==> src/rtl/ostimer_pkg.sv <==
package ostimer_pkg;
  localparam int NUM_TMR    = 2;
  localparam int DATA_W     = 32;
  localparam int ADDR_W     = 8;
  localparam int IDX_W      = (NUM_TMR > 1) ? $clog2(NUM_TMR) : 1;
  localparam int STS_LIVE   = NUM_TMR + 1;   // timer flags + timestamp flag
  localparam int TS_OFF     = 'h00;
  localparam int TMR_BASE   = 'h04;
  localparam int TMR_STRIDE = 'h08;
  localparam int STS_OFF    = 'h20;

  typedef enum logic [2:0] {
    RD_NONE,
    RD_TS,
    RD_CNT,
    RD_CTL,
    RD_STS
  } rdKind_e;

  typedef struct packed {
    logic               wrTs;
    logic [NUM_TMR-1:0] wrCnt;
    logic [NUM_TMR-1:0] wrCtl;
    logic               wrSts;
    rdKind_e            rdKind;
    logic [IDX_W-1:0]   rdIdx;
  } strobe_t;
endpackage

==> src/rtl/ostimer_ctrl.sv <==
module ostimer_ctrl
  import ostimer_pkg::*;
(
  input  logic              busSel,
  input  logic              busWr,
  input  logic [ADDR_W-1:0] busAddr,
  output strobe_t           stb
);
  always_comb begin
    stb = '0;
    stb.rdKind = RD_NONE;
    if (busSel) begin
      if (busAddr == ADDR_W'(TS_OFF)) begin
        stb.wrTs = busWr;
        if (!busWr) stb.rdKind = RD_TS;
      end
      if (busAddr == ADDR_W'(STS_OFF)) begin
        stb.wrSts = busWr;
        if (!busWr) stb.rdKind = RD_STS;
      end
      for (int i = 0; i < NUM_TMR; i++) begin
        if (busAddr == ADDR_W'(TMR_BASE + i * TMR_STRIDE)) begin
          stb.wrCnt[i] = busWr;
          if (!busWr) begin
            stb.rdKind = RD_CNT;
            stb.rdIdx  = IDX_W'(i);
          end
        end
        if (busAddr == ADDR_W'(TMR_BASE + i * TMR_STRIDE + 4)) begin
          stb.wrCtl[i] = busWr;
          if (!busWr) begin
            stb.rdKind = RD_CTL;
            stb.rdIdx  = IDX_W'(i);
          end
        end
      end
    end
  end
endmodule

==> src/rtl/ostimer_dp.sv <==
module ostimer_dp
  import ostimer_pkg::*;
(
  input  logic                            clk,
  input  logic                            rstN,
  input  strobe_t                         stb,
  input  logic [DATA_W-1:0]               busWdata,
  output logic [DATA_W-1:0]               busRdata,
  output logic [DATA_W-1:0]               tsNow,
  output logic [NUM_TMR-1:0][DATA_W-1:0]  tmrCount,
  output logic [NUM_TMR-1:0][DATA_W-1:0]  tmrCtl,
  output logic [STS_LIVE-1:0]             stsNow
);
  logic [NUM_TMR-1:0]  expire;
  logic                tsWrap;
  logic [STS_LIVE-1:0] stsSet, stsClr;

  // free-running timestamp
  always_ff @(posedge clk or negedge rstN) begin
    if (!rstN)         tsNow <= '0;
    else if (stb.wrTs) tsNow <= busWdata;
    else               tsNow <= tsNow + DATA_W'(1);
  end
  assign tsWrap = !stb.wrTs && (tsNow == '1);

  // down-counting timers
  for (genvar i = 0; i < NUM_TMR; i++) begin : g_tmr
    logic              en, oneShot;
    logic [DATA_W-1:0] reloadVal;
    assign en        = tmrCtl[i][0];
    assign oneShot   = tmrCtl[i][1];
    assign reloadVal = {tmrCtl[i][DATA_W-1:2], 2'b00};
    assign expire[i] = en && !stb.wrCtl[i] && !stb.wrCnt[i] && (tmrCount[i] == DATA_W'(1));

    always_ff @(posedge clk or negedge rstN) begin
      if (!rstN) begin
        tmrCtl[i]   <= '0;
        tmrCount[i] <= '0;
      end else if (stb.wrCtl[i]) begin
        tmrCtl[i] <= busWdata;
        if (busWdata[0]) tmrCount[i] <= {busWdata[DATA_W-1:2], 2'b00};
      end else if (stb.wrCnt[i]) begin
        tmrCount[i] <= busWdata;
      end else if (en) begin
        if (tmrCount[i] != '0)  tmrCount[i] <= tmrCount[i] - DATA_W'(1);
        else if (!oneShot)      tmrCount[i] <= reloadVal;
      end
    end
  end

  // sticky status, set wins over clear
  assign stsSet = {tsWrap, expire};
  assign stsClr = stb.wrSts ? busWdata[STS_LIVE-1:0] : '0;

  always_ff @(posedge clk or negedge rstN) begin
    if (!rstN) stsNow <= '0;
    else       stsNow <= (stsNow & ~stsClr) | stsSet;
  end

  always_comb begin
    case (stb.rdKind)
      RD_TS:   busRdata = tsNow;
      RD_CNT:  busRdata = tmrCount[stb.rdIdx];
      RD_CTL:  busRdata = tmrCtl[stb.rdIdx];
      RD_STS:  busRdata = {{(DATA_W-STS_LIVE){1'b0}}, stsNow};
      default: busRdata = '0;
    endcase
  end
endmodule

==> src/rtl/ostimer.sv <==
module ostimer
  import ostimer_pkg::*;
(
  input  logic              clk,
  input  logic              rstN,
  input  logic              busSel,
  input  logic              busWr,
  input  logic [ADDR_W-1:0] busAddr,
  input  logic [DATA_W-1:0] busWdata,
  output logic [DATA_W-1:0] busRdata,
  output logic [NUM_TMR-1:0] irqTmr
);
  strobe_t                         stb;
  logic [DATA_W-1:0]               tsNow;
  logic [NUM_TMR-1:0][DATA_W-1:0]  tmrCount;
  logic [NUM_TMR-1:0][DATA_W-1:0]  tmrCtl;
  logic [STS_LIVE-1:0]             stsNow;

  ostimer_ctrl u_ctrl (
    .busSel (busSel),
    .busWr  (busWr),
    .busAddr(busAddr),
    .stb    (stb)
  );

  ostimer_dp u_dp (
    .clk     (clk),
    .rstN    (rstN),
    .stb     (stb),
    .busWdata(busWdata),
    .busRdata(busRdata),
    .tsNow   (tsNow),
    .tmrCount(tmrCount),
    .tmrCtl  (tmrCtl),
    .stsNow  (stsNow)
  );

  assign irqTmr = stsNow[NUM_TMR-1:0];
endmodule

==> config.mk <==
export PLATFORM = sky130hd
export DESIGN_NAME = ostimer
export DESIGN_NICKNAME = d
export VERILOG_FILES = /design/src/rtl/ostimer_pkg.sv /design/src/rtl/ostimer_ctrl.sv /design/src/rtl/ostimer_dp.sv /design/src/rtl/ostimer.sv
export SDC_FILE = /design/constraint.sdc
export NUM_CORES = 1
export LEC_CHECK = 0
export ABC_AREA = 1
export CORE_MARGIN = 2
export CORE_UTILIZATION = 55
export DETAILED_ROUTE_END_ITERATION = 10
export PLACE_DENSITY = 0.84
export SYNTH_ARGS = -nofsm -noshare
export SYNTH_HDL_FRONTEND = slang
export SYNTH_HIERARCHICAL = 1
export SYNTH_SLANG_ARGS = --single-unit
==> constraint.sdc <==
create_clock -name clk -period 2.1 [get_ports clk]
set_input_delay 0.21 -clock clk [delete_from_list [all_inputs] [get_ports clk]]
set_output_delay 0.21 -clock clk [all_outputs]
set_load 0.1 [all_outputs]
==> run metrics, run 1 <==
die extent in y 150.0 um; H-tree depth 4; clk buf depth 2; hpwl dp 37150 um; total power 14800 uW; worst path arrival time about 2.2 ns; wire per inst 22.18 um; end point of the critical path busRdata[16]; status finished with violations; final global-route overflow total 0; Critical Path Source busAddr[6]; fin area 15610 um2; Slew @ Worst Pin slightly below 0.6 ns; Final Cycle Share 1.143; antenna cells 0; synthesized cell area 11730 um2; Final WS setup -0.3010 ns; Core Region approximately 21000 um2; vias post-DR 14290; TritonCTS Buffers 17; Final Max Slew Viols 0; CP Max Fanout 6; Post-synth EDFFs 0; initial drt markers 1734; initial antenna violation count 2; Async SR Flop Fraction 1.000; first-pass GRT wire length a little under 80000 um; required time of the worst setup path 1.89 ns; dpl cell area 14310 um2; Hold Path Class in2async; worst skew pair latency 0.44 ns; Most used DFF post-synth dfrtp_1; synthesized netlist cell count 1903; failing checks negative setup slack; Post-Synthesis Mean Instance Area 6.163 um2; IO Pins 78; Final Setup Violations 32; root buf cell clkbuf_16; final wirelength 52560 um; CP Class in2out; RR Startpoint u_dp/tmrCount[11]; Rel. slew slack 0.6036; commonest non-fill, non-tap cell in the layout nand2_1; Row Count 53; drt pass-1 iters 9; sequential element share of the synthesized area 0.3478; Peak VDD IR 0.0007544 V; clock slew at reported path FFs 0.07 ns; via-per-instance ratio between 6 and 7; GPL Wtd Cong 1.013; vias in the first global route approximately 14000; #FFs+latches synth 163; Die X between 150 and 200 um; startpoint types primary input; commonest non-fill, non-tap cells in the layout nand2_1, inv_1, nor2_1; CP Capture Type primary output; port bufs 77; Hold WS 0.3052 ns; Residual DRC 0; layout cell share with drive strength beyond 1 0.1695; Power Dens Cells 948.0 nW/um2; Synth Warn # 6; f_max between 400 and 500 MHz; Layout area overhead 33.11%; Leak 0.007693 uW; final core occ 0.7449; Max-cap violations 0; flop2flop setup slack around 0.05 ns; post-synthesis net count 1952; Clock Skews between 0.015 and 0.02 ns; fin crit period 2.401 ns; post-synth cell types 37; GRT Util Overall 0.4649; Hold Violations, Final 0; die area 22510 um2; RSZ-0062 raised after global routing yes; Starting Density 0.5596; r2r endpoint u_dp/tmrCount[22]; CTS tree done; # clock sinks 163; post-route ant nets 0; Reg2Reg Depth 11; largest net degree at the start of global routing 54; Nets 2131
-- through the flow --
stage          setup TNS [ns]  cells  setup WS, ns
2_1_floorplan          -14.69   1903       -0.8669
3_3_place_gp           -32.02   2309       -0.5732
3_5_place_dp           -43.02   2309       -0.6552
4_1_cts                -3.789   2365       -0.2147
5_1_grt                -9.546   2370       -0.4073
6_report               -6.674   2370       -0.3010
-- synth_stat cells (3+ instances only) --
cell type    n  share of area
xnor2_1      6         0.0045
nand4_1     33          0.018
nor3_1      20         0.0085
buf_6        4         0.0038
nor2_4       6         0.0058
o21ai_0    176          0.075
a21oi_1     27          0.012
a31oi_1      7         0.0037
clkbuf_1    51          0.016
buf_4        3         0.0019
buf_2       17         0.0073
nand2_1    771           0.25
inv_2       10         0.0032
inv_1      193          0.062
nor2_2      10         0.0053
o211ai_1    18          0.012
clkinv_1     4         0.0013
nor2_1     184          0.059
nand3_1    115          0.049
nand2_2     12         0.0064
o21ai_1     17         0.0073
xor2_1      32          0.024
dfrtp_1    163           0.35
ha_1         5         0.0053
-- worst min path at each step --
stage,startpoint,to,slack [ns],cells past startpoint
final,rstN,u_dp/tsNow[8],0.31,2
after global routing,rstN,u_dp/tsNow[8],0.35,2
after CTS,rstN,u_dp/tsNow[8],0.31,2
after detailed placement,rstN,u_dp/tsNow[8],0.21,1
after global placement,rstN,u_dp/tsNow[21],0.20,1
after floorplan,rstN,u_dp/stsNow[0],-0.09,0
-- sequential cells by signal, summed over array words and instances, names as in the netlist --
register,cells
u_dp/stsNow,3
u_dp/tsNow,32
u_dp/tmrCount,64
u_dp/tmrCtl,64
-- cell families after synthesis --
kind of cell,after synthesis,synth area share
compound gates,252,0.1139
flops,163,0.3478
simple gates,1161,0.4083
xor+xnor,38,0.02838
fa+ha+maj,5,0.005334
buf+inv,284,0.09623
-- area by class of cell --
| cell class | instances | area (um2) |
|---|---|---|
| clock buffer | 17 | 425.4 |
| clock inverter | 15 | 190.2 |
| fill | 1639 | 5345 |
| inverter | 207 | 818.3 |
| multi-input combinational | 1456 | 6993 |
| sequential | 163 | 4079 |
| tap | 275 | 344.1 |
| timing repair buffer | 237 | 2760 |
-- what timing repair did --
item,4_1_cts,5_1_grt
setup buffers,18,7
gates resized for setup,108,76
cloned,5,0
pin swaps,30,25
endpoints found under the hold margin,49,0
setup endpoints to repair,33,90
hold buffers,1,0
-- routing by layer --
metal,GRT usage,wire (um),part of all wire
met1,0.5914,19160,0.36
met2,0.7062,23030,0.44
met3,0.1509,6944,0.13
met4,0.2415,3392,0.065
met5,0,27,0.00051
-- worst max-delay path, stage by stage --
cell       delay, ns
buf_8           0.10
nor2_4          0.17
nand3_4         0.12
nor2_4          0.13
nand3_2         0.09
o21ai_4         0.08
inv_2           0.08
nor3_4          0.21
clkinv_2        0.10
buf_12          0.16
buf_8           0.14
o211ai_1        0.31
clkbuf_16       0.28
-- power by group --
group          switching [uW]  internal, uW  total, uW  leakage [uW]
Clock                    1500          1910       3410      0.000299
Combinational            4580          2320       6900       0.00556
Sequential                703          3780       4490       0.00183
Total                    6790          8010      14800       0.00769
Note: power is estimated with default switching activity, not from simulation.
==> run 2, diff against run 1 <==
ABC_AREA = not set   (was 1)
CORE_UTILIZATION = 54   (was 55)
CTS_CLUSTER_DIAMETER = 30   (was not set)
PLACE_DENSITY = 0.83   (was 0.84)
==> run metrics, run 2 <==
status did not finish; Fail Step 5_1_grt; First Error [ERROR GRT-0232] Routing congestion too high. Check the congestion heatmap in the GUI.; largest net degree at the start of global routing 60; xor-xnor portion of the synthesized cell area 0.03901 (+0.01063); WEP type sequential cell input; post-synth cell types 67 (+81%); Most used DFF post-synth dfrtp_1; Die X 142.3 um (-5.2%); Synth Area in Adders 0.006058 (+0.0007232); Async SR Flop Fraction 1.000 (unchanged); root buf cell clkbuf_16; sequential element share of the synthesized area 0.3950 (+0.04715); # clock sinks 163 (unchanged); Starting Density 0.5521 (-0.007542); die extent in y 142.3 um (-5.2%); Row Count 50 (-5.7%); synthesized netlist cell count 1160 (-39%); port bufs 77 (unchanged); largest family of logic cells by synthesized area simple AND/OR/NAND/NOR gates; hpwl dp 30000 um (-19%); Post-Synthesis Mean Instance Area 8.903 um2 (+44%); most common cell in the synthesized netlist dfrtp_1; post-synthesis compound-gate area fraction 0.1938 (+0.07990); post-synthesis mux area share 0.1307 (+0.1307); largest cells by area after synthesis dfrtp_1, mux2_2, mux2i_1, nand2_1, o21ai_0; final global-route overflow total 2008; H-tree depth 4 (unchanged); IO Pins 78 (unchanged); clk buf depth 2 (unchanged); top cells by count, synth dfrtp_1, nand2_1, o21ai_0; synthesized cell area 10330 um2 (-12%); cell taking the most area after synthesis dfrtp_1; Crit. endpoint post-GRT repair u_dp/tmrCount[31]$_DFFE_PN0P_/D; post-synthesis net count 1209 (-38%); Simple-Gate Fraction of Synth Area 0.1955 (-0.2128); GRT Util Overall 1.070; TritonCTS Buffers 17 (unchanged); Post-synth EDFFs 0 (unchanged); Synth Warn # 6 (unchanged); GPL Wtd Cong 0.9959 (-1.6%); #FFs+latches synth 163 (unchanged); Synth top area share 0.3950 (+0.04715)
run 2: cell count changes after synthesis, moves of 64 or more:
cell	previous run	this run
inv_1	193	15
nor2_1	184	78
nand3_1	115	30
nand2_1	771	151
o21ai_0	176	101
mux2i_1	0	64
run 2: cell families after synthesis:
logic type	Yosys count
and+or+nand+nor	411
xor gates and xnor gates	46
DFF	163
buffers and inverters	96
muxes	127
adders and majority gates	5
AOI/OAI and AO/OA	312
run 2: per-stage QoR:
step / std cells / setup slack (ns) / instance area (um2) / hold slack (ns) / TNS [ns]
global placement: 1643 / -0.8294 / 14290 / 0.1773 / -104.79
CTS: 1745 / -0.5479 / 17060 / 0.2900 / -34.28
detailed placement: 1643 / -0.9434 / 14290 / 0.1863 / -112.72
floorplan: 1160 / -0.5622 / 11210 / -0.08559 / -27.68
run 2: routing by layer:
layer | GRT usage | GRT overflow
met5 | 0.6917 | 13
met4 | 1.206 | 498
met3 | 0.8765 | 62
met2 | 1.334 | 1373
met1 | 0.9444 | 62
run 2: timing repair:
| item | 4_1_cts |
|---|---|
| hold buffers | 1 |
| gates resized for setup | 353 |
| pin swaps | 87 |
| cloned | 18 |
| hold endpoints to repair | 46 |
| setup endpoints to repair | 155 |
| setup buffers | 55 |
==> run 3, diff against run 2 <==
CORE_UTILIZATION = 40   (was 54)
CTS_CLUSTER_DIAMETER = not set   (was 30)
PLACE_DENSITY = not set   (was 0.83)
PLACE_DENSITY_LB_ADDON = 0.15   (was not set)
clock period = 2.7 ns   (was 2.1 ns; I/O delays follow)
==> run metrics, run 3 <==
via-per-instance ratio slightly above 6; Post-synth EDFFs 0 (unchanged); synthesized cell area 10330 um2 (unchanged); final wirelength 42060 um; fin crit period 2.681 ns; post-route ant nets 0; Final Max Slew Viols 0; Synth top area share 0.3950 (unchanged); hpwl dp 30970 um (+3.2%); post-synthesis net count 1209 (unchanged); GRT Util Overall 0.3129; required time of the worst setup path 2.43 ns; post-synth cell types 67 (unchanged); Die X 164.7 um (+16%); Buf+Inv Stages, Crit Path 7; die extent in y 164.7 um (+16%); Layout area overhead 46.79%; GR Layer Usage met2 0.4492; IO Pins 78 (unchanged); # clock sinks 163 (unchanged); wire per inst 24.23 um; GRT met1 Usage 0.4931; Leak 0.005955 uW; layout cell share with drive strength beyond 1 0.3371; Row Count 58 (+16%); most used routing layer met1; most common cell in the synthesized netlist dfrtp_1; pre-CTS setup slack -0.3801 ns (+0.5633 ns); clk buf depth 2 (unchanged); flop2flop setup slack 0.03 ns; Reg2Reg Depth 7; initial drt markers 1206; initial antenna violation count 0; Max-cap violations 0; Nets 1442; highest cell delay on the worst timing path roughly 0.54 ns; port bufs 77 (unchanged); cell mode on critical path buf_12; TritonCTS Buffers 17 (unchanged); Power Dens Cells approximately 550 nW/um2; f_max 373.0 MHz; Most used DFF post-synth dfrtp_1; Core Region 25250 um2; GPL Wtd Cong 0.9192 (-7.7%); total power 8354 uW; Hold Violations, Final 0; CP Max Fanout 5; largest net degree at the start of global routing 64; top cells by count, synth dfrtp_1, nand2_1, o21ai_0; CP Capture Type primary output; Synth Warn # 6 (unchanged); status complete, no violations; Hold Path Class in2async; r2r endpoint u_dp/tmrCount[15]; RSZ-0062 raised after global routing yes; largest cells by area after synthesis dfrtp_1, mux2_2, mux2i_1, nand2_1, o21ai_0; sequential element share of the synthesized area 0.3950 (unchanged); cell family with most CP delay buffers and inverters; CTS tree done; vias post-DR roughly 11000; commonest non-fill, non-tap cell in the layout buf_4; first-pass GRT wire length between 60000 and 70000 um; Async SR Flop Fraction 1.000 (unchanged); antenna cells 0; cell taking the most area after synthesis dfrtp_1; CP Cell Sequence buf_6 -> or4_4 -> buf_6 -> a211oi_4 -> buf_12 -> buf_12 -> clkbuf_16 -> mux2i_1 -> buf_4 -> o221ai_4 -> buf_12; vias in the first global route 9965; clock slew at reported path FFs around 0.08 ns; synthesized netlist cell count 1160 (unchanged); die area 27120 um2; CP Class in2out; Final Setup Violations 0; Rel. slew slack 0.5557; final global-route overflow total 0; Filler Cell Count between 2000 and 2500; met3 Usage GRT 0.04345; Slew @ Worst Pin 0.6665 ns; Post-Synthesis Mean Instance Area 8.903 um2 (unchanged); #FFs+latches synth 163 (unchanged); Final Cycle Share 0.9930; Clock Skews 0.01838 ns; startpoint types primary input; Final WS setup roughly 0.019 ns; root buf cell clkbuf_16; drt pass-1 iters 5; crit path max-delay cell type or4_4; Starting Density 0.4089 (-0.1432); RR Startpoint u_dp/tmrCount[26]; H-tree depth 4 (unchanged); registers with the most flip-flops u_dp/tmrCount (64), u_dp/tmrCtl (64), u_dp/tsNow (32); Residual DRC 0; commonest non-fill, non-tap cells in the layout buf_4, dfrtp_1, nand2_1; Peak VDD IR 0.0004057 V; worst skew pair latency 0.45 ns; worst path arrival time around 2.4 ns
run 3: cell counts after synthesis:
Identical to the previous run, type by type.
run 3: layout make-up:
cell class / instances / area, um2 / share of cell area
Clock inverter: 15 / 177.7 / 0.01172
Tap cell: 330 / 412.9 / 0.02724
Clock buffer: 17 / 425.4 / 0.02806
Sequential cell: 163 / 4079 / 0.2691
Timing Repair Buffer: 295 / 3229 / 0.2130
Multi-Input combinational cell: 901 / 6779 / 0.4472
Inverter: 15 / 56.30 / 0.003714
run 3: per-stage QoR:
stage	hold WS [ns]	setup TNS [ns]	cell area, um2	util	cells
floorplan	-0.02559	-0.8367	10960	-	1160
global placement	0.3018	-27.95	13770	0.5454	1676
detailed placement	0.3024	-28.33	13770	0.5454	1676
CTS	0.3940	-0.02346	14870	0.5889	1728
global route	0.4211	-0.3820	15160	0.6003	1736
finish	0.3718	0	15160	0.6003	1736
run 3: power by group:
part | internal (uW) | switching (uW)
Sequential | 2840 | 660
Clock | 1260 | 1280
Combinational | 1080 | 1230
Total | 5190 | 3170
run 3: logic make-up after synthesis:
kind of cell,share of synthesized area
fa+ha+maj,0.006058
flops,0.3950
simple gates,0.1955
buf+inv,0.03986
xor+xnor,0.03901
mux,0.1307
compound gates,0.1938
run 3: worst max-delay path by stage:
stage | depth (start not counted) | start | endpoint | slack (ns)
after floorplan | 7 | busAddr[6] | busRdata[15] | -0.04
after global placement | 13 | busSel | u_dp/tmrCount[42] | -0.40
after detailed placement | 12 | busSel | u_dp/tmrCount[22] | -0.38
after CTS | 12 | busWr | busRdata[1] | -0.02
after global routing | 11 | busAddr[3] | busRdata[1] | -0.06
final | 11 | busWr | busRdata[10] | 0.02
run 3: metal layers:
metal	up-vias	wire length (um)
met5	-	0
met4	0	799
met3	56	3221
met2	491	18370
met1	5312	19660
li1	4773	-
run 3: repair_timing:
action,CTS,global route
gates resized for setup,68,54
gates cloned,6,4
setup endpoints to repair,32,57
hold buffers,1,0
buffers inserted,13,4
hold endpoints to repair,59,0
pin swaps,12,9
run 3: worst register-to-register path: stages, from the launching register on:
cell and delay (ns):
dfrtp_1 0.39, or4_4 0.55, or4b_4 0.53, or3_4 0.46
buf_8 0.17, o21ai_2 0.12, a21oi_1 0.05, o32a_1 0.29
==> run 4, diff against run 3 <==
ABC_AREA = 1   (was not set)
==> run metrics, run 4 (synthesis gave the netlist of run 1 again) <==
status complete, no violations; post-route ant nets 0 (unchanged); drt pass-1 iters 5 (unchanged); initial drt markers 1348 (+12%); Switching Power 4905 uW (+55%); fin crit period 2.615 ns (-0.06601 ns); GRT Util Overall 0.3216 (+0.008768); share of power burned in registers 0.353 (-0.067); antenna cells 0 (unchanged); Peak VDD IR 0.0004983 V (+23%); hpwl dp 37260 um (+20%); # clock sinks 163 (unchanged); initial antenna violation count 0 (unchanged); first-pass GRT wire length 73320 um (+17%); largest net degree at the start of global routing 59 (-7.8%); f_max 382.4 MHz (+2.5%); H-tree depth 4 (unchanged); post-route insts no fill 2401 (+38%); vias post-DR 12887 (+21%); Row Count 62 (+6.9%); Starting Density 0.4075 (-0.001451); Nets 2054 (+42%); Core Region 28780 um2 (+14%); Final Setup Violations 0 (unchanged); worst skew pair latency 0.46 ns (about the same); Clock Power Share 0.234 (-0.070); root buf cell clkbuf_16; Final WS setup 0.08486 ns (+0.06601 ns); pre-CTS setup slack -0.1495 ns (+0.2306 ns); commonest non-fill, non-tap cell in the layout nand2_1; clk buf depth 2 (unchanged); dpl cells 2360 (+41%); layout cell share with drive strength beyond 1 0.1106 (-0.2266); final global-route overflow total 0 (unchanged); Die X 175.2 um (+6.4%); Residual DRC 0 (unchanged); port bufs 77 (unchanged); final wirelength 48900 um (+16%); Max-cap violations 0 (unchanged); Int Pwr 5701 uW (+9.9%); Layout area overhead 24.05%; RSZ-0062 raised after global routing yes; die area 30700 um2 (+13%); CTS tree done; clock slew at reported path FFs 0.06 ns (-0.02 ns); Slew @ Worst Pin 0.6452 ns (-0.02128 ns); TritonCTS Buffers 17 (unchanged); CP Max Fanout 8 (+3); startpoint types primary input; Sw Ratio 0.4625 (+0.08351); required time of the worst setup path 2.43 ns (about the same); Clock Skews 0.01186 ns (-0.006520 ns); die extent in y 175.2 um (+6.4%); Hold Path Class in2async; GPL Wtd Cong 0.9751 (+6.1%); vias in the first global route 11976 (+20%); Hold Violations, Final 0 (unchanged); CP Class in2out; registers with the most flip-flops u_dp/tmrCount (64), u_dp/tmrCtl (64), u_dp/tsNow (32); worst path arrival time 2.35 ns (-0.06 ns); Final Cycle Share 0.9686 (-0.02445); Rel. slew slack 0.5685 (+0.01284); wire per inst 20.37 um (-16%); Leak 0.007067 uW (+19%); Power Dens Cells 729.0 nW/um2 (+32%); power share of the combinational group 0.413 (+0.136); CP Capture Type primary output; IO Pins 78 (unchanged); Final Max Slew Viols 0 (unchanged); TNS Setup 0 ns (unchanged); total power 10610 uW (+27%); commonest non-fill, non-tap cells in the layout nand2_1, inv_1, o21ai_0; via-per-instance ratio 5.367 (-12%)
run 4: worst paths after layout:
path,start,endpoint,slack [ns],cells after the start
max,busAddr[7],busRdata[5],0.08,14
min,rstN,u_dp/tsNow[3],0.35,2
max reg2reg,u_dp/tmrCount[0],u_dp/tmrCount[12],0.30,12
min reg2reg,u_dp/stsNow[2],u_dp/stsNow[2],0.52,2
max in group asynchronous,rstN,u_dp/tmrCtl[44],1.54,3
min in group clk,busWdata[1],u_dp/tmrCtl[1],0.49,3
run 4: repair_timing:
item	CTS	global route
endpoints found under the hold margin	52	0
setup endpoints to repair	32	31
hold buffers	1	0
gates cloned	2	1
gates resized for setup	21	10
pin swaps	6	11
setup buffers	4	2
run 4: final cells by class:
| type | instances | area [um2] |
|---|---|---|
| repair buffers | 160 | 1954 |
| clock buffers | 19 | 442.9 |
| flip-flops and latches | 163 | 4079 |
| inverters | 207 | 789.5 |
| multi-input cells | 1456 | 6666 |
| clock inverters | 12 | 135.1 |
| fillers | 2980 | 14230 |
| well taps | 384 | 480.5 |
run 4: per-layer routing:
layer | GRT usage | share of wire
met5 | 0 | 0
met4 | 0.1160 | 0.034
met3 | 0.05701 | 0.077
met2 | 0.4911 | 0.44
met1 | 0.4553 | 0.45
run 4: power groups by stage:
stage	sequential (uW)	combinational [uW]	clock [uW]
floorplan	3460	3100	0
CTS	3700	4280	2530
global placement	3750	4230	0
detailed placement	3750	4260	0
global route	3810	4950	2620
finish	3740	4380	2480
run 4: worst max-delay path: stages:
cell and delay, ns:
dlygate4sd2_1 0.29, nor2_4 0.13, nand3_2 0.09, nor2_1 0.14, nand3_2 0.10, o21ai_2 0.09, inv_2 0.07, buf_4 0.14
nor3_4 0.26, buf_12 0.17, buf_16 0.14, nand2_1 0.05, o211ai_1 0.14, clkbuf_16 0.26
run 4: metrics by stage:
| stage | utilization | cell area [um2] | hold WS (ns) |
|---|---|---|---|
| CTS | 0.5028 | 14470 | 0.3762 |
| global route | 0.5055 | 14550 | 0.4031 |
| finish | 0.5055 | 14550 | 0.3484 |
| detailed placement | 0.4774 | 13740 | 0.2921 |
| global placement | 0.4774 | 13740 | 0.2797 |
| floorplan | - | 11790 | -0.02559 |
